$ cat src/rtl/alpha_lfsr_pkg.sv
package alpha_lfsr_pkg;

    localparam int unsigned WORD_W     = 32;
    localparam int unsigned BYTE_W     = 8;
    localparam logic [7:0]  FIELD_POLY = 8'hA9;

    // one conditional-XOR doubling step in GF(2^8)
    function automatic logic [7:0] gf_double(input logic [7:0] v, input logic [7:0] poly);
        logic [7:0] sh;
        sh = {v[6:0], 1'b0};
        return v[7] ? (sh ^ poly) : sh;
    endfunction

    // n doublings, evaluated only on constants at elaboration
    function automatic logic [7:0] gf_double_n(input logic [7:0] v, input int unsigned n,
                                               input logic [7:0] poly);
        logic [7:0] r;
        r = v;
        for (int unsigned i = 0; i < n; i++) r = gf_double(r, poly);
        return r;
    endfunction

    // word image of a byte: four doubling counts, most significant byte first
    function automatic logic [31:0] spread_word(input logic [7:0] c,
                                                input int unsigned e3, input int unsigned e2,
                                                input int unsigned e1, input int unsigned e0);
        return {gf_double_n(c, e3, FIELD_POLY), gf_double_n(c, e2, FIELD_POLY),
                gf_double_n(c, e1, FIELD_POLY), gf_double_n(c, e0, FIELD_POLY)};
    endfunction

endpackage

$ cat src/rtl/alpha_map.sv
module alpha_map
    import alpha_lfsr_pkg::*;
#(
    parameter int unsigned EXP3 = 23,
    parameter int unsigned EXP2 = 245,
    parameter int unsigned EXP1 = 48,
    parameter int unsigned EXP0 = 239
) (
    input  logic [BYTE_W-1:0] byte_i,
    output logic [WORD_W-1:0] word_o
);

    logic [WORD_W-1:0] col_sel [BYTE_W];

    // the map is linear: one constant column per input bit
    for (genvar b = 0; b < BYTE_W; b++) begin : g_col
        localparam logic [7:0]        UNIT = 8'(1 << b);
        localparam logic [WORD_W-1:0] COL  = spread_word(UNIT, EXP3, EXP2, EXP1, EXP0);
        assign col_sel[b] = byte_i[b] ? COL : '0;
    end

    always_comb begin
        word_o = '0;
        for (int b = 0; b < BYTE_W; b++) word_o ^= col_sel[b];
    end

endmodule

$ cat src/rtl/lfsr_feedback.sv
module lfsr_feedback
    import alpha_lfsr_pkg::*;
(
    input  logic [WORD_W-1:0] s_low,
    input  logic [WORD_W-1:0] s_mid,
    input  logic [WORD_W-1:0] s_high,
    input  logic [WORD_W-1:0] f_word,
    input  logic              inject,
    output logic [WORD_W-1:0] fb_o
);

    logic [WORD_W-1:0] mul_w;
    logic [WORD_W-1:0] div_w;

    alpha_map #(.EXP3(23), .EXP2(245), .EXP1(48), .EXP0(239)) u_mul (
        .byte_i (s_low[WORD_W-1 -: BYTE_W]),
        .word_o (mul_w)
    );

    alpha_map #(.EXP3(16), .EXP2(39), .EXP1(6), .EXP0(64)) u_div (
        .byte_i (s_high[BYTE_W-1:0]),
        .word_o (div_w)
    );

    always_comb begin
        fb_o = {s_low[WORD_W-BYTE_W-1:0], {BYTE_W{1'b0}}}
             ^ mul_w
             ^ s_mid
             ^ {{BYTE_W{1'b0}}, s_high[WORD_W-1:BYTE_W]}
             ^ div_w;
        if (inject) fb_o ^= f_word;
    end

endmodule

$ cat src/rtl/alpha_word_lfsr.sv
module alpha_word_lfsr
    import alpha_lfsr_pkg::*;
#(
    parameter int unsigned NSTAGE  = 16,
    parameter int unsigned TAP_MID = 2,
    parameter int unsigned TAP_HI  = 11,
    localparam int unsigned BUS_W  = NSTAGE * WORD_W
) (
    input  logic              clk,
    input  logic              rst,
    input  logic              load_en,
    input  logic [BUS_W-1:0]  load_bus,
    input  logic              step_en,
    input  logic              init_mode,
    input  logic [WORD_W-1:0] f_word,
    output logic [BUS_W-1:0]  stage_bus
);

    typedef struct packed {
        logic [NSTAGE-1:0][WORD_W-1:0] stg;
    } state_t;

    state_t            st_d, st_q;
    logic [WORD_W-1:0] fb_word;

    lfsr_feedback u_fb (
        .s_low  (st_q.stg[0]),
        .s_mid  (st_q.stg[TAP_MID]),
        .s_high (st_q.stg[TAP_HI]),
        .f_word (f_word),
        .inject (init_mode),
        .fb_o   (fb_word)
    );

    always_comb begin
        st_d = st_q;
        if (load_en) begin
            st_d.stg = load_bus;
        end else if (step_en) begin
            for (int k = 0; k < NSTAGE - 1; k++) st_d.stg[k] = st_q.stg[k+1];
            st_d.stg[NSTAGE-1] = fb_word;
        end
    end

    always_ff @(posedge clk) begin
        if (rst) st_q <= '0;
        else     st_q <= st_d;
    end

    assign stage_bus = st_q.stg;

endmodule

$ cat config.mk
export PLATFORM = sky130hd
export DESIGN_NAME = alpha_word_lfsr
export DESIGN_NICKNAME = d
export VERILOG_FILES = /design/src/rtl/alpha_lfsr_pkg.sv /design/src/rtl/alpha_map.sv /design/src/rtl/lfsr_feedback.sv /design/src/rtl/alpha_word_lfsr.sv
export SDC_FILE = /design/constraint.sdc
export NUM_CORES = 1
export LEC_CHECK = 0
export BUFFER_PORTS_ARGS = -buffer_cell sky130_fd_sc_hd__buf_4
export CAP_MARGIN = 20
export CORE_AREA = 2 2 415 417
export DETAILED_ROUTE_END_ITERATION = 8
export DIE_AREA = 0 0 417 419
export MAX_ROUTING_LAYER = met4
export PLACE_DENSITY = 0.42
export SYNTH_ARGS = -nofsm -noshare
export SYNTH_HDL_FRONTEND = slang
export SYNTH_SLANG_ARGS = --single-unit
$ cat constraint.sdc
create_clock -name clk -period 2.5 [get_ports clk]
set_clock_uncertainty 0.05 [all_clocks]
set_input_delay 0.75 -clock clk [delete_from_list [all_inputs] [get_ports clk]]
set_output_delay 0.75 -clock clk [all_outputs]
set_load 0.01 [all_outputs]
==> qor.yml <==
status: "complete, but fails checks"
violations: "design-rule violations"
hold_class: "input port to flip-flop"
cp-end-kind: "output pin"
syn_avg_cell_area_um2: 8.15
fillers: 18800
clk_path_buf_depth: 3
setup_violations: 0
cts_tree: "done"
min_period_ns: 2.43
clk-insertion-delay-late_ns: 0.68
stdcell_count: 6445
synthTopCellsByCount: "nor2_1 (984), dfxtp_1 (512), a21oi_1 (495)"
cts_buffers: 71
route.detailed.drc: 4
grt_max_degree: 79
overflow: 0
io_pins: 1061
hold_depth: 3
cts_root_buf: "clkbuf_16"
core_area_um2: 171000
fin_nets: 4696
slew_headroom_pct: 56.7
r2r-start: "stage_bus[79]"
synth.area.top_cells: "dfxtp_1 (41%), mux2i_1 (20%), nor2_1 (15%), a21oi_1 (10%), xnor2_1 (5.5%)"
cts_setup_buffers: 0
slowest_delay_ns: 0.73
grt_pass1_vias: 25300
numClockSinks: 512
path_cells: "buf_4"
p_total_mw: 26.2
hold_end: "stage_bus[342]"
slowest_stage: "dfxtp_1"
synth_most_common_cell: "nor2_1"
gr-usage-met3_pct: 3.72
p_leak_nw: 18.2
syn-num-nets: 3595
synth_seq_cells: 512
die_h_um: 419
gp_congestion: 0.950
required_ns: 1.70
final_max_slew_viol_count: 0
placed_cells: 6308
cap_violations: 0
synthCells: 3046
ys_async_sr_fraction_pct: 0
io_buffers: 1060
critPathKind: "flip-flop to output pin"
timing.fmax_mhz: 412
rows: 152
worst-r2r-setup-slack_ns: 0.29
cp.arrival_ns: 1.63
die_x_um: 417
yosys.area.top_type: "dfxtp_1"
cp_max_fo: 4
wire_per_inst_um: 27.5
use_met2_pct: 35.9
met1_usage_pct: 22.5
hpwlAfterDp_um: 148000
ys.flop_type: "dfxtp_1"
syn_to_final_growth_pct: 58.2
synth_top_cell_area_share_pct: 41.3
drive_gt1_share_pct: 33.6
syn-cell-area_um2: 24800
tightest_slew_ns: 0.649
drt-vias-per-instance: 4.06
drt_iter0_drc: 1696
track_usage_pct: 20.0
worst_hold_slack_ns: 0.253
r2r-end: "stage_bus[495]"
grt_most_used_layer: "met2"
min-delay-start: "load_bus[342]"
cp-start-kind: "flip-flop"
postLayoutCoreUtil_pct: 23.0
die_area_um2: 175000
ff2ff_path_depth: 7
cts.htree.levels: 3
post-route-period-util_pct: 97.0
postRouteAntennaNets: 0
cp_top_family: "flip-flops"
finalHoldViolations: 0
routed_wl_um: 177000
ys_warn_count: 0
ir_drop_uv: 442
antenna_found_initial: 27
vias: 26200
largest_reg_flops: 512
grt_first_pass_wirelength_um: 230000
cp.buffers_inverters: 1
start_util_pct: 14.5
firstDrtPassIters: 9
clk_pin_slew_worst_paths_ns: 0.06
powerDensity_nw_per_um2: 669
ys_seq_area_share_pct: 41.3
synth_edf_count: 0
synth_cell_types: 29
==> logic make-up (layout without fill, tap and decap cells) <==
group	count (synthesis)	in the layout	share of synthesized area, %
simple gates	1064	1064	16.3
compound gates	527	527	11.0
flops	512	512	41.3
mux	484	484	19.5
buf+inv	257	1406	3.99
xor+xnor	202	202	7.86
other cells	0	17	0
==> per-stage QoR <==
stage          setup TNS (ns)  setup WS, ns  instance area (um^2)
2_1_floorplan               0         0.146                 24800
3_3_place_gp                0        0.0459                 36800
3_5_place_dp                0        0.0228                 36800
4_1_cts                     0       0.00363                 39200
5_1_grt              -0.00323      -0.00323                 39200
6_report                    0        0.0744                 39300
==> repair_timing <==
item | CTS | global route
hold buffers | 0 | 0
resized for setup | 23 | 0
setup endpoints to repair | 23 | 0
==> metal layers <==
metal  part of all wire (%)  wire, um
met5                      0         0
met4                    2.9      5210
met3                    5.0      8860
met2                     53     93300
met1                     39     70100
==> final cells by class <==
cell class                      count  area (um^2)  share of cell area, %
Clock buffer                      101         2070                   5.28
Tap cell                         2233         2790                   7.12
Clock inverter                     20          322                  0.819
Antenna cell                       17         42.5                  0.108
Multi-Input combinational cell   2277        13600                   34.6
Sequential cell                   512        10300                   26.2
Timing Repair Buffer             1278        10100                   25.8
Inverter                            7         26.3                 0.0669
==> worst max-delay path by stage <==
stage | start | endpoint | cells past startpoint
floorplan | step_en | stage_bus[480] | 6
global placement | init_mode | stage_bus[495] | 8
detailed placement | init_mode | stage_bus[509] | 7
CTS | stage_bus[82] | stage_bus[82] | 1
global route | stage_bus[95] | stage_bus[95] | 1
finish | stage_bus[85] | stage_bus[85] | 1
==> power by group <==
part	total [mW]	switching, mW	internal, mW
logic	5.73	2.93	2.80
clock network	10.9	4.35	6.57
registers	9.61	0.921	8.69
total	26.2	8.19	18.1
==> tightest hold or removal path, stage by stage <==
cell,delay (ns)
buf_4,0.08
a21oi_1,0.05
nor2_1,0.07
==> layout by cell type (no fill, tap or decap), drive strengths merged, types with 11 or more instances in the layout <==
cell type / instances
buf: 1278
nor2: 984
dfxtp: 512
a21oi: 495
mux2i: 484
xnor2: 156
clkbuf: 101
nand2: 50
xor2: 33
diode: 17
nor2b: 17
a211oi: 12
xnor3: 12
nor3: 11
Note: power is estimated with default switching activity, not from simulation.
